**config.mk**
```make
export PLATFORM = sky130hd
export DESIGN_NAME = rxfw_writer
export DESIGN_NICKNAME = d
export VERILOG_FILES = /design/src/rtl/rxfw_pkg.sv /design/src/rtl/rxfw_plan.sv /design/src/rtl/rxfw_crc32.sv /design/src/rtl/rxfw_ctrl.sv /design/src/rtl/rxfw_writer.sv
export SDC_FILE = /design/constraint.sdc
export NUM_CORES = 1
export LEC_CHECK = 0
export BUFFER_PORTS_ARGS = -buffer_cell sky130_fd_sc_hd__buf_2
export CAP_MARGIN = 20
export CORE_MARGIN = 4
export CORE_UTILIZATION = 45
export DETAILED_ROUTE_END_ITERATION = 8
export MAX_ROUTING_LAYER = met4
export PLACE_DENSITY_LB_ADDON = 0.15
export SLEW_MARGIN = 10
export SYNTH_ARGS = -nofsm -noshare
export SYNTH_HDL_FRONTEND = slang
export SYNTH_SLANG_ARGS = --single-unit
```
**constraint.sdc**
```tcl
create_clock -name clk -period 7.28 [get_ports clk]
set_input_delay 0.728 -clock clk [delete_from_list [all_inputs] [get_ports clk]]
set_output_delay 0.728 -clock clk [all_outputs]
set_load 0.01 [all_outputs]
```
**src/rtl/rxfw_pkg.sv**
```systemverilog
package rxfw_pkg;

  typedef enum logic [2:0] {
    RX_IDLE,
    RX_HEAD,
    RX_BODY,
    RX_FCS,
    RX_TAIL,
    RX_DONE,
    RX_DRAIN
  } rx_phase_e;

  localparam logic [7:0]  PAGE_NONE = 8'h80;
  localparam logic [15:0] STAT_ODD  = 16'h1000;
  localparam logic [15:0] STAT_LONG = 16'h0800;
  localparam logic [7:0]  CTRL_ODD  = 8'h20;
  localparam logic [31:0] CRC_POLY  = 32'hEDB88320;

  // one byte through the reflected CRC-32 register, LSB first
  function automatic logic [31:0] crc_step(input logic [31:0] c, input logic [7:0] d);
    logic [31:0] r;
    r = c ^ {24'h0, d};
    for (int b = 0; b < 8; b++) begin
      r = r[0] ? ((r >> 1) ^ CRC_POLY) : (r >> 1);
    end
    return r;
  endfunction

endpackage

```
**src/rtl/rxfw_plan.sv**
```systemverilog
module rxfw_plan
  import rxfw_pkg::*;
#(
  parameter int LEN_W      = 12,
  parameter int MIN_FRAME  = 64,
  parameter int MAX_FRAME  = 1518,
  parameter int PAGE_BYTES = 2048,
  localparam int CNT_W     = LEN_W + 1
) (
  input  logic [LEN_W-1:0] len,
  input  logic             keep_crc,
  output logic [CNT_W-1:0] padded,
  output logic [CNT_W-1:0] even_len,
  output logic [CNT_W-1:0] count,
  output logic [15:0]      status,
  output logic             odd,
  output logic             oversize
);

  localparam logic [CNT_W-1:0] MIN_C  = CNT_W'(MIN_FRAME);
  localparam logic [CNT_W-1:0] MAX_C  = CNT_W'(MAX_FRAME);
  localparam logic [CNT_W:0]   PAGE_C = (CNT_W+1)'(PAGE_BYTES);

  logic [CNT_W-1:0] len_c;
  logic [CNT_W:0]   count_w;

  always_comb begin
    len_c    = CNT_W'(len);
    padded   = (len_c < MIN_C) ? MIN_C : len_c;
    even_len = {padded[CNT_W-1:1], 1'b0};
    odd      = padded[0];
    count_w  = {1'b0, even_len} + (CNT_W+1)'(6) + (keep_crc ? (CNT_W+1)'(4) : '0);
    count    = count_w[CNT_W-1:0];
    oversize = count_w > PAGE_C;
    status   = (odd ? STAT_ODD : 16'h0) | ((padded > MAX_C) ? STAT_LONG : 16'h0);
  end

endmodule

```
**src/rtl/rxfw_crc32.sv**
```systemverilog
module rxfw_crc32
  import rxfw_pkg::*;
(
  input  logic        clk,
  input  logic        rst_n,
  input  logic        clear,
  input  logic        en,
  input  logic [7:0]  din,
  output logic [31:0] fcs
);

  logic [31:0] crc_q;

  always_ff @(posedge clk) begin
    if (!rst_n || clear) begin
      crc_q <= '1;
    end else if (en) begin
      crc_q <= crc_step(crc_q, din);
    end
  end

  assign fcs = ~crc_q;

endmodule

```
**src/rtl/rxfw_ctrl.sv**
```systemverilog
module rxfw_ctrl
  import rxfw_pkg::*;
#(
  parameter int LEN_W      = 12,
  parameter int PAGE_BYTES = 2048,
  localparam int CNT_W     = LEN_W + 1,
  localparam int ADDR_W    = $clog2(PAGE_BYTES)
) (
  input  logic              clk,
  input  logic              rst_n,
  input  logic              rx_en,
  input  logic              soft_rst,
  input  logic              keep_crc,
  input  logic              hdr_valid,
  output logic              hdr_ready,
  input  logic [LEN_W-1:0]  hdr_len,
  input  logic [CNT_W-1:0]  plan_padded,
  input  logic [CNT_W-1:0]  plan_even,
  input  logic [CNT_W-1:0]  plan_count,
  input  logic [15:0]       plan_status,
  input  logic              plan_odd,
  input  logic              plan_oversize,
  output logic              alloc_req,
  input  logic [7:0]        alloc_page,
  input  logic              byte_valid,
  output logic              byte_ready,
  input  logic [7:0]        byte_data,
  output logic              crc_clear,
  output logic              crc_en,
  output logic [7:0]        crc_din,
  input  logic [31:0]       fcs,
  output logic              mem_we,
  output logic [7:0]        mem_page,
  output logic [ADDR_W-1:0] mem_addr,
  output logic [7:0]        mem_wdata,
  output logic              rxq_push,
  output logic [7:0]        rxq_page,
  output logic              rx_done
);

  rx_phase_e        phase_q;
  logic [CNT_W-1:0] idx_q;
  logic [LEN_W-1:0] len_q;
  logic [CNT_W-1:0] padded_q, even_q, count_q;
  logic [15:0]      status_q;
  logic             odd_q, keep_q;
  logic [7:0]       page_q;
  logic [7:0]       odd_byte_q;

  logic             reject, need_byte, body_step, body_last;
  logic [7:0]       body_byte;
  logic [CNT_W-1:0] len_c;

  always_comb begin
    len_c     = CNT_W'(len_q);
    reject    = !rx_en || soft_rst || plan_oversize;
    hdr_ready = (phase_q == RX_IDLE);
    need_byte = (phase_q == RX_BODY) && (idx_q < len_c);
    byte_ready = need_byte || (phase_q == RX_DRAIN);
    body_step = (phase_q == RX_BODY) && (!need_byte || byte_valid);
    body_byte = need_byte ? byte_data : 8'h00;
    body_last = (idx_q == padded_q - 1'b1);
    alloc_req = hdr_ready && hdr_valid && !reject;
    crc_clear = hdr_ready;
    crc_en    = body_step;
    crc_din   = body_byte;
    rx_done   = (phase_q == RX_DONE);
    rxq_push  = rx_done;
    rxq_page  = page_q;
    mem_page  = page_q;
    mem_we    = 1'b0;
    mem_addr  = '0;
    mem_wdata = 8'h00;
    unique case (phase_q)
      RX_HEAD: begin
        mem_we   = 1'b1;
        mem_addr = ADDR_W'(idx_q);
        case (idx_q[1:0])
          2'd0:    mem_wdata = status_q[7:0];
          2'd1:    mem_wdata = status_q[15:8];
          2'd2:    mem_wdata = count_q[7:0];
          default: mem_wdata = 8'(count_q >> 8);
        endcase
      end
      RX_BODY: begin
        mem_we    = body_step && (idx_q < even_q);
        mem_addr  = ADDR_W'(idx_q + CNT_W'(4));
        mem_wdata = body_byte;
      end
      RX_FCS: begin
        mem_we   = 1'b1;
        mem_addr = ADDR_W'(even_q + CNT_W'(4) + idx_q);
        case (idx_q[1:0])
          2'd0:    mem_wdata = fcs[7:0];
          2'd1:    mem_wdata = fcs[15:8];
          2'd2:    mem_wdata = fcs[23:16];
          default: mem_wdata = fcs[31:24];
        endcase
      end
      RX_TAIL: begin
        mem_we   = 1'b1;
        mem_addr = ADDR_W'(count_q - CNT_W'(2) + idx_q);
        if (idx_q[0]) mem_wdata = odd_q ? CTRL_ODD : 8'h00;
        else          mem_wdata = odd_q ? odd_byte_q : 8'h00;
      end
      default: ;
    endcase
  end

  always_ff @(posedge clk) begin
    if (!rst_n) begin
      phase_q    <= RX_IDLE;
      idx_q      <= '0;
      len_q      <= '0;
      padded_q   <= '0;
      even_q     <= '0;
      count_q    <= '0;
      status_q   <= '0;
      odd_q      <= 1'b0;
      keep_q     <= 1'b0;
      page_q     <= '0;
      odd_byte_q <= '0;
    end else begin
      unique case (phase_q)
        RX_IDLE: begin
          if (hdr_valid) begin
            idx_q    <= '0;
            len_q    <= hdr_len;
            padded_q <= plan_padded;
            even_q   <= plan_even;
            count_q  <= plan_count;
            status_q <= plan_status;
            odd_q    <= plan_odd;
            keep_q   <= keep_crc;
            page_q   <= alloc_page;
            if (reject || alloc_page == PAGE_NONE) begin
              phase_q <= (hdr_len == '0) ? RX_IDLE : RX_DRAIN;
            end else begin
              phase_q <= RX_HEAD;
            end
          end
        end
        RX_HEAD: begin
          idx_q <= idx_q + 1'b1;
          if (idx_q[1:0] == 2'd3) begin
            idx_q   <= '0;
            phase_q <= RX_BODY;
          end
        end
        RX_BODY: begin
          if (body_step) begin
            idx_q <= idx_q + 1'b1;
            if (odd_q && idx_q == even_q) odd_byte_q <= body_byte;
            if (body_last) begin
              idx_q   <= '0;
              phase_q <= keep_q ? RX_FCS : RX_TAIL;
            end
          end
        end
        RX_FCS: begin
          idx_q <= idx_q + 1'b1;
          if (idx_q[1:0] == 2'd3) begin
            idx_q   <= '0;
            phase_q <= RX_TAIL;
          end
        end
        RX_TAIL: begin
          idx_q <= idx_q + 1'b1;
          if (idx_q[0]) phase_q <= RX_DONE;
        end
        RX_DONE: phase_q <= RX_IDLE;
        RX_DRAIN: begin
          if (byte_valid) begin
            idx_q <= idx_q + 1'b1;
            if (idx_q == len_c - 1'b1) phase_q <= RX_IDLE;
          end
        end
        default: phase_q <= RX_IDLE;
      endcase
    end
  end

  // a dropped frame never touches packet memory
  AST_DRAIN_SILENT: assert property (@(posedge clk) disable iff (!rst_n)
    (phase_q == RX_DRAIN) |-> (!mem_we && !rxq_push));

  // the padding phase never pulls bytes from the stream
  AST_PAD_NO_PULL: assert property (@(posedge clk) disable iff (!rst_n)
    (phase_q == RX_BODY && idx_q >= len_c) |-> !byte_ready);

endmodule

```
**src/rtl/rxfw_writer.sv**
```systemverilog
module rxfw_writer
  import rxfw_pkg::*;
#(
  parameter int LEN_W      = 12,
  parameter int MIN_FRAME  = 64,
  parameter int MAX_FRAME  = 1518,
  parameter int PAGE_BYTES = 2048,
  localparam int CNT_W     = LEN_W + 1,
  localparam int ADDR_W    = $clog2(PAGE_BYTES)
) (
  input  logic              clk,
  input  logic              rst_n,
  input  logic              rx_en,
  input  logic              soft_rst,
  input  logic              strip_crc,
  input  logic              hdr_valid,
  output logic              hdr_ready,
  input  logic [LEN_W-1:0]  hdr_len,
  input  logic              byte_valid,
  output logic              byte_ready,
  input  logic [7:0]        byte_data,
  output logic              alloc_req,
  input  logic [7:0]        alloc_page,
  output logic              mem_we,
  output logic [7:0]        mem_page,
  output logic [ADDR_W-1:0] mem_addr,
  output logic [7:0]        mem_wdata,
  output logic              rxq_push,
  output logic [7:0]        rxq_page,
  output logic              rx_done
);

  logic             keep_crc;
  logic [CNT_W-1:0] plan_padded, plan_even, plan_count;
  logic [15:0]      plan_status;
  logic             plan_odd, plan_oversize;
  logic             crc_clear, crc_en;
  logic [7:0]       crc_din;
  logic [31:0]      fcs;

  assign keep_crc = !strip_crc;

  rxfw_plan #(
    .LEN_W(LEN_W), .MIN_FRAME(MIN_FRAME), .MAX_FRAME(MAX_FRAME), .PAGE_BYTES(PAGE_BYTES)
  ) plan_i (
    .len(hdr_len), .keep_crc(keep_crc),
    .padded(plan_padded), .even_len(plan_even), .count(plan_count),
    .status(plan_status), .odd(plan_odd), .oversize(plan_oversize)
  );

  rxfw_crc32 crc_i (
    .clk(clk), .rst_n(rst_n), .clear(crc_clear), .en(crc_en), .din(crc_din), .fcs(fcs)
  );

  rxfw_ctrl #(.LEN_W(LEN_W), .PAGE_BYTES(PAGE_BYTES)) ctrl_i (
    .clk(clk), .rst_n(rst_n), .rx_en(rx_en), .soft_rst(soft_rst), .keep_crc(keep_crc),
    .hdr_valid(hdr_valid), .hdr_ready(hdr_ready), .hdr_len(hdr_len),
    .plan_padded(plan_padded), .plan_even(plan_even), .plan_count(plan_count),
    .plan_status(plan_status), .plan_odd(plan_odd), .plan_oversize(plan_oversize),
    .alloc_req(alloc_req), .alloc_page(alloc_page),
    .byte_valid(byte_valid), .byte_ready(byte_ready), .byte_data(byte_data),
    .crc_clear(crc_clear), .crc_en(crc_en), .crc_din(crc_din), .fcs(fcs),
    .mem_we(mem_we), .mem_page(mem_page), .mem_addr(mem_addr), .mem_wdata(mem_wdata),
    .rxq_push(rxq_push), .rxq_page(rxq_page), .rx_done(rx_done)
  );

  AST_READY_SPLIT: assert property (@(posedge clk) disable iff (!rst_n)
    !(hdr_ready && byte_ready));

  AST_ALLOC_ON_TAKE: assert property (@(posedge clk) disable iff (!rst_n)
    alloc_req |-> (hdr_valid && hdr_ready && rx_en && !soft_rst));

  AST_DONE_PULSE: assert property (@(posedge clk) disable iff (!rst_n)
    rx_done |=> !rx_done);

  AST_DONE_AFTER_WRITE: assert property (@(posedge clk) disable iff (!rst_n)
    rx_done |-> $past(mem_we));

  AST_WRITE_SEQUENCE: assert property (@(posedge clk) disable iff (!rst_n)
    (mem_we && $past(mem_we)) |-> (mem_addr == $past(mem_addr) + 1'b1));

  AST_PUSH_REAL_PAGE: assert property (@(posedge clk) disable iff (!rst_n)
    rxq_push |-> (rxq_page != PAGE_NONE));

endmodule

```
# [After elaboration in Yosys (flattened, before gate mapping)]
# Cells that the tools add are included.
[word_totals] register_bits=130 inputBits=35 out_inout_bits=41
[classes] n_addsub=10 n_lt_le_gt_ge=5 eq_ne=21 muxes=39 bitwise=11 n_reduce_logical=27
[ops] op="two-way mux 32 bit" count=8
[ops] op="NOT 13 -> 14 bit" count=8
[ops] op="two-way mux 13 bit" count=6
[ops] op="case mux 13 bit (5 select lines)" count=1
[ops] op="case mux 8 bit (3 select lines)" count=2
[ops] op="case mux 11 bit (4 select lines)" count=1
[ops] op="two-way mux 3 bit" count=12
[ops] op="NOT 32 bit" count=1
[ops] op="case mux 8 bit (4 select lines)" count=1
[ops] op="bitwise XOR 32 x 8 -> 32 bit" count=1
[ops] op="== test 13 bit" count=2
[ops] op="less-than comparator 13 x 12 -> 1 bit" count=2
[ops] op="subtractor 12 x 1 -> 13 bit (second input constant)" count=2
[ops] op="two-way mux 12 bit" count=2
[ops] op="two-way mux 8 bit" count=3
[ops] op="adder 11 bit" count=2
[ops] op="adder 11 x 3 -> 11 bit (second input constant)" count=2
[ops] op="case mux 3 bit (6 select lines)" count=1
[ops] op="bitwise OR 16 bit" count=1
[ops] op="adder 14 bit" count=1
[ops] op="> comparator 14 x 12 -> 1 bit (second input constant)" count=1
[ops] op="adder 12 x 3 -> 13 bit (second input constant)" count=1
[ops] op="adder 13 x 1 -> 13 bit (second input constant)" count=1
[ops] op="== test 13 x 12 -> 1 bit" count=1
[ops] op="other kinds (26)" count=50

# [Depth between registers and ports, before layout]
[logic_depth] depth_word=20 ltp_mapped=15 depth_no_buf=14

# [Hierarchy]
# A second synthesis with hierarchy kept.
[hier_totals] hier_cells=1371 hier_area_um2=10354.9
[by_module_without_submodules] mod="rxfw_ctrl" n_inst=1 cells_each=1041 area_each_um2=7583.5
[by_module_without_submodules] mod="rxfw_crc32" n_inst=1 cells_each=212 area_each_um2=1989.4
[by_module_without_submodules] mod="rxfw_plan" n_inst=1 cells_each=117 area_each_um2=778.2
[by_module_without_submodules] mod="rxfw_writer" n_inst=1 cells_each=1 area_each_um2=3.8

# [Worst setup path before layout]
# No wires, ideal clock.
[synth_timing] path_type="input port to output port" start="in hdr_len[2]" end="out alloc_req" arrival_ns=3.118 t_required_ns=6.552 path_slack_ns=3.434 path_stages=11 n_path_buf=1 cell_sequence="clkbuf_1 -> xor2_1 -> nand2_1 -> ha_1 -> ha_1 -> xnor2_1 -> or4_1 -> nor4_1 -> a31oi_1 -> nor4b_1 -> and2_1"
[synth_between] elab_chain_len=8
[synth_rtl] item="from (decl)" line_no="rxfw_writer.sv:18" text="input logic [LEN_W-1:0] hdr_len,"
[synth_rtl] item="less-than comparator 12 x 7 -> 1 bit" line_no="rxfw_plan.sv:29" text="padded = (len_c < MIN_C) ? MIN_C : len_c;"
[synth_rtl] item="two-way mux 12 bit *" line_no="rxfw_plan.sv:29"
[synth_rtl] item="adder 12 x 3 -> 13 bit *" line_no="rxfw_plan.sv:32" text="count_w = {1'b0, even_len} + (CNT_W+1)'(6) + (keep_crc ? (CNT_W+1)'(4) : '0);"
[synth_rtl] item="adder 14 bit *" line_no="rxfw_plan.sv:32"
[synth_rtl] item="> comparator 14 x 12 -> 1 bit *" line_no="rxfw_plan.sv:34" text="oversize = count_w > PAGE_C;"
[synth_rtl] item="logical OR 1 bit *" line_no="rxfw_ctrl.sv:56" text="reject = !rx_en || soft_rst || plan_oversize;"
[synth_rtl] item="logical NOT 1 bit *" line_no="rxfw_ctrl.sv:63" text="alloc_req = hdr_ready && hdr_valid && !reject;"
[synth_rtl] item="logical AND 1 bit *" line_no="rxfw_ctrl.sv:63"
[synth_rtl] item="to (decl)" line_no="rxfw_writer.sv:22" text="output logic alloc_req,"
# Every way passes the cells marked *; elsewhere a longest branch is shown, timed or not.

# [Worst setup path in the final report]
[layout_timing] start="reg ctrl_i.idx_q[2]" end="out mem_addr[10]"
[layout_between] elab_chain_len=2
[layout_rtl] item="from (decl)" line_no="rxfw_ctrl.sv:42" text="logic [CNT_W-1:0] idx_q;"
[layout_rtl] item="from (signal assigned)" line_no="rxfw_ctrl.sv:144" text="idx_q <= idx_q + 1'b1;"
[layout_rtl] item="from (signal assigned)" line_no="rxfw_ctrl.sv:152" text="idx_q <= idx_q + 1'b1;"
[layout_rtl] item="from (signal assigned)" line_no="rxfw_ctrl.sv:161" text="idx_q <= idx_q + 1'b1;"
[layout_rtl] item="adder 11 bit, or another cell as far along" line_no="rxfw_ctrl.sv:102" text="mem_addr = ADDR_W'(count_q - CNT_W'(2) + idx_q);"
[layout_rtl] item="case mux 11 bit (4 select lines) *" line_no="rxfw_ctrl.sv:74" text="unique case (phase_q)"
[layout_rtl] item="to (decl)" line_no="rxfw_writer.sv:26" text="output logic [ADDR_W-1:0] mem_addr,"
# Marked as above.

==> results.md <==
* Worst VDD drop at 0.191 mV
* Initial DRC count at 803
* Vias in the first global route at 7,690
* Post-synth top area cell: dfxtp_1
* Clock Latency Late Sink at 0.37 ns
* R2R Setup Slk at 3.14 ns
* Tmin final at 4.49 ns
* Hold_sp: ctrl_i.odd_byte_q[6]
* P_int at 1.64 mW
* Initial core utilization at 45.7%
* Clock share of power at 16.8%
* Final number of hold-violating endpoints at 0
* Number of synthesized flops with an enable pin at 0
* Number of max-cap violations at 0
* IO Pins at 76
* TNS Setup at 0 ns
* CTS tree: done
* Sequential share of the synthesized area at 22.9%
* Die width at 149 microns
* Power share of the sequential group at 25.5%
* Dpl ws at 3.04 ns
* Share of the synthesized area in the top cell type at 22.9%
* Psw at 1.53 mW
* Top FF cell, synth: dfxtp_1
* Reg clk slew, reported paths at 0.08 ns
* Worst Hold Depth at 2
* RSZ-0062 raised after global routing: no
* Root Buffer: clkbuf_16
* FF-to-FF Start: ctrl_i.phase_q[1]
* Final setup violating endpoints at 0
* Path depth of the worst reg2reg path at 9
* Worst setup path class: reg2out
* Final instance area at 9650 sq um
* DRC Markers at 0
* Critical R2R Capture: crc_i.crc_q[21]
* Die area at 22,100 sq um
* Pin count of the biggest net entering global routing at 65
* CP dominant cell by count: a21oi_1
* Fin worst setup slack at 2.79 ns
* Max-slew violations at 0
* TritonCTS buffer count at 9
* Ant. Diodes at 0
* Cell family with most CP delay: compound AO/OA/AOI/OAI gates
* WL/cell at 19.0 microns
* Cell variety after synth at 79
* Number of H-tree levels at 3
* Post-CTS Setup Inserts at 0
* Fin Clk Skew at 0.0187 ns
* Initial antenna violation count at 0
* Row count at 51
* Synth area leaders: dfxtp_1 (23%), ha_1 (9.8%), xnor2_1 (8.9%), nand2_1 (6.4%), inv_1 (3.8%)
* Antenna-violating nets left at 0
* LEAKAGE at 4.03 nW
* DR vias/cell at 5.80
* Layout Utilization at 49.6%
* DPL Wire Length at 21.4 mm
* Crit-path cells: inv_1 -> ha_1 -> inv_1 -> ha_1 -> fa_1 -> a21o_1 -> a21oi_1 -> o21bai_1 -> a21oi_1 -> o21bai_1 -> a21oi_1 -> xnor2_1 -> a21oi_1 -> o21ai_0 -> buf_2
* Switching Fraction at 48.4%
* Cts hold-fix bufs at 0
* Final GP Congestion at 0.967
* Hold WC Path Type: reg2reg
* Post-synthesis average cell area at 7.56 sq um
* Post-Synthesis Cells at 1,177
* Total power at 3.17 mW
* P per Cell Area at 328 nW/um^2
* Syn_nets at 1,284
* CTS resizes at 0
* Slew @ Worst Pin at 1.06 ns
* IO buf count at 75
* Crit-path max FO at 13
* Detailed Route WL at 27.8 mm
* Total gr overflow at 0
* Total clock sinks at 102
* Core Area at 19,500 sq um
* Layout Nets at 1,299
* Critical Path RT at 6.55 ns
* Die boundary height at 149 microns
* Slew Limit Headroom at 28.8%
* FFs w/ async S/R, synth at 0%
* Area grow syn2layout at 8.45%
* Clk buf depth at 2
* Yosys Warn Count at 0
* Critical path's slowest cell: dfxtp_1
* Pre-antenna DRT Iters at 5
* Startpoint Class: flip-flop
* Setup crit end kind: output port
* Period utilization at 61.7%
* Logic pwr share at 57.6%
* Post-Syn Area at 8900 sq um
* Min-Delay Endpoint: ctrl_i.odd_byte_q[6]
* GRT Overall Usage at 26.0%
* Ratio of cells with drive above 1 in the final layout at 10.4%
* Crit path from: ctrl_i.idx_q[2]
* Critical Path Max Stage Delay at 0.62 ns
* First-pass GRT wire length at 44.0 mm
* Post-synthesis register bit count at 102
* CP Data Arrival Time at 3.77 ns
* Placed cell area at 9330 sq um
* Vias at 8,478
* Status: complete, no violations
* Maximum operating frequency at 222 MHz
* Buf/Inv on CP at 3
[worst max-delay path by stage]
stage	cells after the start	end	slack, ns
2_1_floorplan	11	alloc_req	3.43
3_3_place_gp	13	alloc_req	3.09
3_5_place_dp	13	alloc_req	3.04
4_1_cts	15	mem_addr[10]	2.78
5_1_grt	15	mem_addr[10]	2.55
6_report	15	mem_addr[10]	2.79
[cell families (layout without fill, tap and decap cells)]
family                   count (synthesis)  count (layout)  synth area share (%)
AO/OA/AOI/OAI                          304             304                  23.5
XOR/XNOR                               130             130                  13.4
adder cells (fa/ha/maj)                 73              73                  10.4
buffers and inverters                  171             191                  7.81
flip-flops                             102             102                  22.9
multiplexers                             6               6                 0.675
AND/OR/NAND/NOR                        391             391                  21.3
[power by group through the flow]
stage | combinational, mW | clock [mW] | sequential [mW]
floorplan | 1.42 | 0 | 0.725
global placement | 1.80 | 0 | 0.816
detailed placement | 1.80 | 0 | 0.817
CTS | 1.82 | 0.544 | 0.804
global route | 2.03 | 0.564 | 0.823
finish | 1.83 | 0.534 | 0.808
[final cells by class]
class | instances | area [sq um]
Clock inverter | 7 | 96.3
Sequential cell | 102 | 2040
Clock buffer | 9 | 225
Timing Repair Buffer | 83 | 435
Tap cell | 265 | 332
Inverter | 92 | 345
Multi-Input combinational cell | 904 | 6180
Fill cell | 1967 | 9810
[layer usage]
metal / GRT usage (%) / routed length (microns) / part of all wire [%]
met1: 38.0 / 13400 / 48
met2: 37.1 / 11600 / 42
met3: 4.63 / 2440 / 8.8
met4: 6.10 / 411 / 1.5
met5: - / 0 / 0
[state kept, by name, indices dropped and copies added (netlist names)]
signal,flops
crc_i.crc_q,32
ctrl_i.idx_q,13
ctrl_i.count_q,12
ctrl_i.len_q,12
ctrl_i.padded_q,12
ctrl_i.mem_page,8
ctrl_i.odd_byte_q,8
ctrl_i.phase_q,3
ctrl_i.keep_q,1
ctrl_i.status_q,1
[cell usage in the layout, fill, tap and decap left out, types with 4 or more instances in the layout]
master	instances
or4_1	5
xor2_1	35
a31oi_1	10
nand2_1	152
o31a_1	5
nor2_1	50
o21bai_1	11
o211a_1	8
nor2b_1	29
a21o_1	8
a21oi_1	53
nor4_1	12
buf_2	75
and2_1	7
buf_4	8
a211o_1	4
nand2b_1	4
nand4_1	18
o211ai_1	29
nand3_1	39
inv_1	89
o21a_1	4
nor3_1	34
a32oi_1	5
o22ai_1	11
a21boi_0	35
a22oi_1	13
ha_1	70
xnor2_1	90
clkbuf_16	9
o31ai_1	6
and3_1	13
or2_2	6
o21ai_0	60
a222oi_1	5
or3_1	7
mux2i_1	6
dfxtp_1	102
[metrics by stage]
stage / instances / hold slack, ns
2_1_floorplan: 1177 / 0.440
3_3_place_gp: 1446 / 0.454
3_5_place_dp: 1446 / 0.461
4_1_cts: 1462 / 0.473
5_1_grt: 1462 / 0.505
6_report: 1462 / 0.473
[worst reg2reg max path, delay by kind of cell (launching register included)]
kind,cells,cell delay (ns)
AOI/OAI and AO/OA,3,1.12
DFF,1,0.66
xor gates and xnor gates,3,1.04
and+or+nand+nor,3,1.20
[synth_stat cells, types with 8 or more instances]
cell,instances
nand2_1,152
o211a_1,8
a31oi_1,10
a21o_1,8
a21boi_0,35
dfxtp_1,102
nand3_1,39
o21ai_0,61
a22oi_1,13
nor2b_1,30
xor2_1,35
ha_1,70
nor3_1,34
clkbuf_1,57
nor2_1,50
buf_4,11
xnor2_1,90
o21bai_1,11
and3_1,13
a21oi_1,53
inv_1,89
nor4_1,12
o211ai_1,29
o22ai_1,11
nand4_1,18
Note: power is estimated with default switching activity, not from simulation.
